==> config.mk <==
export PLATFORM = sky130hd
export DESIGN_NAME = dram_seq_ctrl
export DESIGN_NICKNAME = d
export VERILOG_FILES = /design/src/rtl/dram_seq_pkg.sv /design/src/rtl/dram_refresh_sched.sv /design/src/rtl/dram_addr_mux.sv /design/src/rtl/dram_seq_fsm.sv /design/src/rtl/dram_seq_ctrl.sv
export SDC_FILE = /design/constraint.sdc
export NUM_CORES = 1
export LEC_CHECK = 0
export ABC_AREA = 1
export BUFFER_PORTS_ARGS = -buffer_cell sky130_fd_sc_hd__buf_2
export CORE_UTILIZATION = 58
export CTS_CLUSTER_SIZE = 16
export DETAILED_ROUTE_END_ITERATION = 6
export PLACE_DENSITY = 0.85
export SYNTH_ARGS = -nofsm -noshare
export SYNTH_HDL_FRONTEND = slang
export SYNTH_HIERARCHICAL = 1
export SYNTH_SLANG_ARGS = --single-unit
==> constraint.sdc <==
create_clock -name clk -period 3.78 [get_ports clk]
set_input_delay 0.756 -clock clk [delete_from_list [all_inputs] [get_ports clk]]
set_output_delay 0.756 -clock clk [all_outputs]
set_load 0.01 [all_outputs]
==> src/rtl/dram_seq_pkg.sv <==
package dram_seq_pkg;

   typedef enum logic [2:0] {
      ST_IDLE,
      ST_ACT,
      ST_CAS,
      ST_PRE,
      ST_REF
   } seq_state_t;

   typedef enum logic [1:0] {
      BUS_ROW,
      BUS_COL,
      BUS_REF
   } bus_sel_t;

endpackage

==> src/rtl/dram_refresh_sched.sv <==
module dram_refresh_sched #(
   parameter int ROW_W      = 7,
   parameter int REF_PERIOD = 1500
) (
   input  logic             clk,
   input  logic             rst_n,
   input  logic             ref_done,
   output logic             ref_pend,
   output logic [ROW_W-1:0] ref_row
);

   localparam int TW = $clog2(REF_PERIOD + 1);
   localparam logic [TW-1:0] TICK_LAST = TW'(REF_PERIOD - 1);

   logic [TW-1:0] tick_cnt;
   logic          tick;

   assign tick = (tick_cnt == TICK_LAST);

   always_ff @(posedge clk) begin
      if (!rst_n) begin
         tick_cnt <= '0;
      end else if (tick) begin
         tick_cnt <= '0;
      end else begin
         tick_cnt <= tick_cnt + 1'b1;
      end
   end

   always_ff @(posedge clk) begin
      if (!rst_n) begin
         ref_pend <= 1'b0;
      end else if (tick) begin
         ref_pend <= 1'b1;
      end else if (ref_done) begin
         ref_pend <= 1'b0;
      end
   end

   always_ff @(posedge clk) begin
      if (!rst_n) begin
         ref_row <= '0;
      end else if (ref_done) begin
         ref_row <= ref_row + 1'b1;
      end
   end

   // row counter wraps to zero after the last row
   a_r6_row_wrap: assert property (@(posedge clk) disable iff (!rst_n)
      (ref_done && (ref_row == '1)) |=> (ref_row == '0));

   // a timer tick always leaves a request pending
   a_r10_tick_sets_pend: assert property (@(posedge clk) disable iff (!rst_n)
      tick |=> ref_pend);

endmodule

==> src/rtl/dram_addr_mux.sv <==
module dram_addr_mux
   import dram_seq_pkg::*;
#(
   parameter int ROW_W  = 7,
   parameter int N_HALF = 2,
   parameter int ADDR_W = 15
) (
   input  logic [ADDR_W-1:0] addr_q,
   input  logic [ROW_W-1:0]  ref_row,
   input  bus_sel_t          bus_sel,
   output logic [ROW_W-1:0]  bus_addr,
   output logic [N_HALF-1:0] half_oh
);

   logic [ROW_W-1:0] col_f;
   logic [ROW_W-1:0] row_f;

   assign col_f = addr_q[ROW_W-1:0];
   assign row_f = addr_q[2*ROW_W-1:ROW_W];

   always_comb begin
      unique case (bus_sel)
         BUS_ROW: bus_addr = row_f;
         BUS_COL: bus_addr = col_f;
         default: bus_addr = ref_row;
      endcase
   end

   generate
      if (N_HALF > 1) begin : g_multi
         localparam int SEL_W = $clog2(N_HALF);
         logic [SEL_W-1:0] half_f;
         assign half_f = addr_q[ADDR_W-1 -: SEL_W];
         for (genvar h = 0; h < N_HALF; h++) begin : g_dec
            assign half_oh[h] = (half_f == SEL_W'(h));
         end
      end else begin : g_single
         assign half_oh = 1'b1;
      end
   endgenerate

endmodule

==> src/rtl/dram_seq_fsm.sv <==
module dram_seq_fsm
   import dram_seq_pkg::*;
#(
   parameter int T_RAH    = 2,
   parameter int T_RCD    = 3,
   parameter int T_CAS    = 3,
   parameter int T_RDLAT  = 1,
   parameter int T_RP     = 2,
   parameter int T_REFRAS = 3
) (
   input  logic     clk,
   input  logic     rst_n,
   input  logic     req_valid,
   input  logic     ref_pend,
   input  logic     we_q,
   output logic     req_ready,
   output logic     accept,
   output logic     ras_act,
   output logic     cas_act,
   output logic     ref_act,
   output logic     ref_done,
   output logic     rd_capture,
   output bus_sel_t bus_sel
);

   localparam int M1   = (T_RCD > T_CAS) ? T_RCD : T_CAS;
   localparam int M2   = (T_RP > T_REFRAS) ? T_RP : T_REFRAS;
   localparam int MAXT = (M1 > M2) ? M1 : M2;
   localparam int CW   = $clog2(MAXT + 1);

   localparam logic [CW-1:0] L_RCD = CW'(T_RCD - 1);
   localparam logic [CW-1:0] L_CAS = CW'(T_CAS - 1);
   localparam logic [CW-1:0] L_RP  = CW'(T_RP - 1);
   localparam logic [CW-1:0] L_REF = CW'(T_REFRAS - 1);
   localparam logic [CW-1:0] L_RAH = CW'(T_RAH);
   localparam logic [CW-1:0] L_RDL = CW'(T_RDLAT);

   seq_state_t    state;
   logic [CW-1:0] cnt;

   assign req_ready  = (state == ST_IDLE) && !ref_pend;
   assign accept     = req_ready && req_valid;
   assign ras_act    = (state == ST_ACT) || (state == ST_CAS);
   assign cas_act    = (state == ST_CAS);
   assign ref_act    = (state == ST_REF);
   assign ref_done   = (state == ST_REF) && (cnt == L_REF);
   assign rd_capture = (state == ST_CAS) && (cnt == L_RDL) && !we_q;

   always_comb begin
      if (state == ST_REF) begin
         bus_sel = BUS_REF;
      end else if ((state == ST_ACT) && (cnt < L_RAH)) begin
         bus_sel = BUS_ROW;
      end else begin
         bus_sel = BUS_COL;
      end
   end

   always_ff @(posedge clk) begin
      if (!rst_n) begin
         state <= ST_IDLE;
         cnt   <= '0;
      end else begin
         unique case (state)
            ST_IDLE: begin
               cnt <= '0;
               if (ref_pend) begin
                  state <= ST_REF;
               end else if (req_valid) begin
                  state <= ST_ACT;
               end
            end
            ST_ACT: begin
               if (cnt == L_RCD) begin
                  state <= ST_CAS;
                  cnt   <= '0;
               end else begin
                  cnt <= cnt + 1'b1;
               end
            end
            ST_CAS: begin
               if (cnt == L_CAS) begin
                  state <= ST_PRE;
                  cnt   <= '0;
               end else begin
                  cnt <= cnt + 1'b1;
               end
            end
            ST_PRE: begin
               if (cnt == L_RP) begin
                  state <= ST_IDLE;
                  cnt   <= '0;
               end else begin
                  cnt <= cnt + 1'b1;
               end
            end
            default: begin
               if (cnt == L_REF) begin
                  state <= ST_PRE;
                  cnt   <= '0;
               end else begin
                  cnt <= cnt + 1'b1;
               end
            end
         endcase
      end
   end

   // no host acceptance while a refresh is waiting
   a_r3_ref_blocks_host: assert property (@(posedge clk) disable iff (!rst_n)
      ref_pend |-> !req_ready);

   // read capture happens at most once per access
   a_r8_single_capture: assert property (@(posedge clk) disable iff (!rst_n)
      rd_capture |=> !rd_capture);

endmodule

==> src/rtl/dram_seq_ctrl.sv <==
module dram_seq_ctrl
   import dram_seq_pkg::*;
#(
   parameter int ROW_W      = 7,
   parameter int N_HALF     = 2,
   parameter int DATA_W     = 8,
   parameter int T_RAH      = 2,
   parameter int T_RCD      = 3,
   parameter int T_CAS      = 3,
   parameter int T_RDLAT    = 1,
   parameter int T_RP       = 2,
   parameter int T_REFRAS   = 3,
   parameter int RETAIN_CYC = 200000,
   localparam int SEL_W      = (N_HALF > 1) ? $clog2(N_HALF) : 0,
   localparam int ADDR_W     = 2 * ROW_W + SEL_W
) (
   input  logic              clk,
   input  logic              rst_n,
   input  logic              req_valid,
   output logic              req_ready,
   input  logic              req_we,
   input  logic [ADDR_W-1:0] req_addr,
   input  logic [DATA_W-1:0] req_wdata,
   output logic              rsp_valid,
   output logic [DATA_W-1:0] rsp_rdata,
   output logic [ROW_W-1:0]  dram_addr,
   output logic [N_HALF-1:0] dram_ras_n,
   output logic [N_HALF-1:0] dram_cas_n,
   output logic              dram_we_n,
   output logic [DATA_W-1:0] dram_dq_out,
   output logic              dram_dq_oe,
   input  logic [DATA_W-1:0] dram_dq_in
);

   localparam int ACCESS_CYC = T_RCD + T_CAS + T_RP + 1;
   localparam int REF_PERIOD = (RETAIN_CYC >> ROW_W) - ACCESS_CYC;
   localparam int HW         = $clog2(T_RP + 2);

   generate
      if (T_RAH < 1 || T_RAH >= T_RCD) begin : g_bad_rah
         $error("T_RAH must lie in 1..T_RCD-1");
      end
      if (T_RDLAT >= T_CAS) begin : g_bad_rdlat
         $error("T_RDLAT must be below T_CAS");
      end
      if ((N_HALF & (N_HALF - 1)) != 0) begin : g_bad_half
         $error("N_HALF must be a power of two");
      end
      if (REF_PERIOD <= T_REFRAS + T_RP + 1) begin : g_bad_ref
         $error("retention window too short for the timing set");
      end
      if (T_RP < 1 || T_CAS < 1 || T_REFRAS < 1) begin : g_bad_t
         $error("strobe timings must be at least one cycle");
      end
   endgenerate

   logic              accept;
   logic              ras_act;
   logic              cas_act;
   logic              ref_act;
   logic              ref_done;
   logic              rd_capture;
   logic              ref_pend;
   logic [ROW_W-1:0]  ref_row;
   logic [N_HALF-1:0] half_oh;
   bus_sel_t          bus_sel;

   logic [ADDR_W-1:0] addr_q;
   logic              we_q;
   logic [DATA_W-1:0] wdata_q;

   always_ff @(posedge clk) begin
      if (!rst_n) begin
         addr_q  <= '0;
         we_q    <= 1'b0;
         wdata_q <= '0;
      end else if (accept) begin
         addr_q  <= req_addr;
         we_q    <= req_we;
         wdata_q <= req_wdata;
      end
   end

   dram_seq_fsm #(
      .T_RAH    (T_RAH),
      .T_RCD    (T_RCD),
      .T_CAS    (T_CAS),
      .T_RDLAT  (T_RDLAT),
      .T_RP     (T_RP),
      .T_REFRAS (T_REFRAS)
   ) u_fsm (
      .clk        (clk),
      .rst_n      (rst_n),
      .req_valid  (req_valid),
      .ref_pend   (ref_pend),
      .we_q       (we_q),
      .req_ready  (req_ready),
      .accept     (accept),
      .ras_act    (ras_act),
      .cas_act    (cas_act),
      .ref_act    (ref_act),
      .ref_done   (ref_done),
      .rd_capture (rd_capture),
      .bus_sel    (bus_sel)
   );

   dram_refresh_sched #(
      .ROW_W      (ROW_W),
      .REF_PERIOD (REF_PERIOD)
   ) u_ref (
      .clk      (clk),
      .rst_n    (rst_n),
      .ref_done (ref_done),
      .ref_pend (ref_pend),
      .ref_row  (ref_row)
   );

   dram_addr_mux #(
      .ROW_W  (ROW_W),
      .N_HALF (N_HALF),
      .ADDR_W (ADDR_W)
   ) u_mux (
      .addr_q   (addr_q),
      .ref_row  (ref_row),
      .bus_sel  (bus_sel),
      .bus_addr (dram_addr),
      .half_oh  (half_oh)
   );

   logic [N_HALF-1:0] ras_low;
   logic [N_HALF-1:0] cas_low;

   always_comb begin
      if (ref_act) begin
         ras_low = '1;
      end else if (ras_act) begin
         ras_low = half_oh;
      end else begin
         ras_low = '0;
      end
      cas_low = cas_act ? half_oh : '0;
   end

   assign dram_ras_n  = ~ras_low;
   assign dram_cas_n  = ~cas_low;
   assign dram_we_n   = ~(we_q & ras_act);
   assign dram_dq_oe  = we_q & ras_act;
   assign dram_dq_out = wdata_q;

   always_ff @(posedge clk) begin
      if (!rst_n) begin
         rsp_valid <= 1'b0;
         rsp_rdata <= '0;
      end else begin
         rsp_valid <= rd_capture;
         if (rd_capture) begin
            rsp_rdata <= dram_dq_in;
         end
      end
   end

   // strobe history used by the timing assertions below
   logic [N_HALF-1:0] ras_prev;
   logic [N_HALF-1:0] cas_prev;
   logic [HW-1:0]     hi_cnt;
   logic              ras_fall;
   logic              cas_fall;

   assign ras_fall = |(~ras_prev & ras_low);
   assign cas_fall = |(~cas_prev & cas_low);

   always_ff @(posedge clk) begin
      if (!rst_n) begin
         ras_prev <= '0;
         cas_prev <= '0;
         hi_cnt   <= HW'(T_RP);
      end else begin
         ras_prev <= ras_low;
         cas_prev <= cas_low;
         if (ras_low != '0) begin
            hi_cnt <= '0;
         end else if (hi_cnt < HW'(T_RP)) begin
            hi_cnt <= hi_cnt + 1'b1;
         end
      end
   end

   // never more than one column strobe low
   a_r4_cas_onehot: assert property (@(posedge clk) disable iff (!rst_n)
      $onehot0(~dram_cas_n));

   // a column strobe only falls inside its own half's row strobe
   a_r2_cas_in_ras: assert property (@(posedge clk) disable iff (!rst_n)
      ((~dram_cas_n) & dram_ras_n) == '0);

   // row strobes rest high for the precharge time
   a_r7_precharge: assert property (@(posedge clk) disable iff (!rst_n)
      ras_fall |-> (hi_cnt >= HW'(T_RP)));

   // write enable already low the cycle before a write column strobe
   a_r9_we_setup: assert property (@(posedge clk) disable iff (!rst_n)
      (cas_fall && !dram_we_n) |-> $past(!dram_we_n && dram_dq_oe));

   generate
      if (N_HALF > 1) begin : g_ref_chk
         // all-half row strobe never carries a column strobe
         a_r5_ref_no_cas: assert property (@(posedge clk) disable iff (!rst_n)
            (dram_ras_n == '0) |-> (dram_cas_n == '1));
      end
   endgenerate

endmodule

==> reports/qor.csv <==
metric;value;unit
crit_slowest_cell;a21oi_1;
drv_cap;0;
internal-power;1430;uW
r2r-start;u_fsm/cnt[1]$_SDFF_PN0_;
path_max_fanout;12;
clk_pin_slew;0.06;ns
syn_nets;472;
drc;0;
grt_remaining_overflow;0;
coreArea;4720;sq um
ys_seq_area_share;39.8;%
setup-violations-final;0;
drt_iter0_markers;224;
grt_max_degree;49;
cts_sinks;57;
final_net_count;533;
period_minus_slack;3.06;ns
crit_required;3.02;ns
finalSetupTns;0;ns
diodes;0;
wl;6020;um
yosysTopAreaCellShare;39.8;%
hpwl;4160;um
finalHoldViolCount;0;
core.rowCount;25;
via_count;2709;
slew_headroom;25.8;%
hp-start;u_fsm/cnt[1]$_SDFF_PN0_;
postSynthAreaPerCell;6.60;sq um
skew;0.00505;ns
numCtsBuffers;9;
power_density;645;nW/um^2
rrSetupSlack;1.44;ns
criticalPathCategory;reg -> out;
crit_chain;nor3_1, buf_4, a21oi_1, nand3_1, nand3_1, buf_2;
peakVddDrop;0.346;mV
layout_setup_ws;0.717;ns
hp-class;reg -> reg;
power.switching;766;uW
htree_num_levels;3;
leakagePower;0.00170;uW
drive_above_1_share;23.6;%
worst_slew_pin_slew;1.11;ns
die_x;72.3;um
outcome;complete, no violations;
syn_inst;434;
antenna_found_initial;0;
die_area;5220;sq um
viasPerCell;4.78;
fin_crit_sh;81.0;%
dp_slack;1.09;ns
fmax;0.326;GHz
synthToLayoutAreaGrowth;19.1;%
firstDrtPassIters;4;
wl_per_cell;10.6;um
cts_tree;built;
cp-end-kind;output pin;
io_buffers;65;
ant_nets;0;
cts_root_buf;clkbuf_8;
clock_latency;0.34;ns
cts_resized;0;
post_cts_buffers;0;
synth_area;2860;sq um
startpoint_type;flop;
slew_viol_final;0;
io_pins;66;
slowest_delay;0.70;ns
post-synth-top-area-cell;dfxtp_1;
synth_area_leaders;dfxtp_1 (40%), nand2_1 (15%), nor2_1 (12%);
p_comb_share;31.6;%
swShare;34.8;%
die_y;72.3;um
gp_congestion;0.838;
rsz0062_at_grt;no;
grt_pass1_wl;9940;um
power;2200;uW
ys_seq_elements;57;
synthDistinctLibCells;29;
fill_cells;393;
grt_pass1_vias;2371;
grt.total_usage;24.8;%
cts_hold_buffers;0;
clkPwrFrac;31.7;%
crit_path_start;u_fsm/state[1]$_SDFFE_PN0P_;
p_seq_share;36.6;%
ys_warn_count;6;
crit_arrival;2.31;ns
start_util;60.6;%
clockBufferDepth;2;
crit_top_cell;nand3_1;
[synth_stat cells (all sizes together)]
master / n
nand2: 121
nor2: 106
inv: 62
dfxtp: 57
nand3: 32
a21oi: 17
buf: 17
nor3: 6
o21ai: 6
ha: 3
nand4: 2
nand3b: 1
nor4: 1
or2: 1
xnor2: 1
xor2: 1
[sequential cells by signal, indices dropped and copies added, names as in the netlist, 2 cells and up]
signal	flops
u_ref/tick_cnt	11
dram_dq_out	8
u_fsm/state	3
u_fsm/cnt	2
addr_q	15
rsp_rdata	8
u_ref/ref_row	7
[per-layer routing]
layer  up-vias  global-route usage (%)  share of wire (%)
li1       1427                       -                  -
met1      1203                    30.0                 46
met2        71                    41.5                 48
met3         8                    6.11                5.0
met4         0                    11.8                1.3
met5         -                       0                  0
[metrics by stage]
stage | hold WS [ns] | utilization (%) | cells | cell area [sq um]
2_1_floorplan | 0.426 | - | 434 | 2860
3_5_place_dp | 0.452 | 67.1 | 551 | 3170
6_report | 0.458 | 72.2 | 567 | 3410
3_3_place_gp | 0.442 | 67.1 | 551 | 3170
5_1_grt | 0.490 | 72.2 | 567 | 3410
4_1_cts | 0.462 | 72.2 | 567 | 3410
[worst max-delay path, delay by kind of cell (launching register included)]
kind	cells	cell delay (ns)
AO/OA/AOI/OAI	1	0.70
flip-flops	1	0.51
AND/OR/NAND/NOR	3	0.43
buffers and inverters	2	0.33
[final timing paths]
check	endpoint	depth (start not counted)
worst max register to register	u_ref/ref_row[6]$_SDFFE_PN0P_	9
worst max-delay path	dram_addr[6]	6
worst min register to register	u_fsm/cnt[0]$_SDFF_PN0_	1
worst min-delay path	u_fsm/cnt[0]$_SDFF_PN0_	1
[cell usage in the layout, fill, tap and decap left out, drive strengths merged]
master / n
xor2: 1
dfxtp: 57
xnor2: 1
inv: 62
nand4: 2
nand2: 121
ha: 3
nor3: 6
nand3b: 1
nor2: 106
nor4: 1
o21ai: 6
or2: 1
buf: 67
a21oi: 17
bufinv: 3
clkinvlp: 1
nand3: 32
clkbuf: 11
clkinv: 1
[final cells by class]
cell class	count	area, sq um	share of cell area [%]
sequential	57	1140	33.4
inverter	62	233	6.82
tap	67	83.8	2.46
clock inverter	5	103	3.01
multi-input combinational	298	1370	40.2
timing repair buffer	67	340	9.97
clock buffer	11	141	4.14
[power by group through the flow]
| stage | Combinational (uW) | Clock, uW | Sequential, uW |
|---|---|---|---|
| final | 696 | 698 | 806 |
| after global routing | 786 | 736 | 820 |
| after CTS | 697 | 705 | 804 |
| after detailed placement | 686 | 0 | 816 |
| after global placement | 665 | 0 | 813 |
| after floorplan | 528 | 0 | 811 |
[logic make-up after synthesis]
logic type	Yosys count	share of synthesized area [%]
compound gates	23	4.67
flops	57	39.8
buf+inv	79	12.4
xor+xnor	2	0.612
fa+ha+maj	3	1.31
simple gates	270	41.2
No activity file was read; power rests on OpenSTA's default activity.
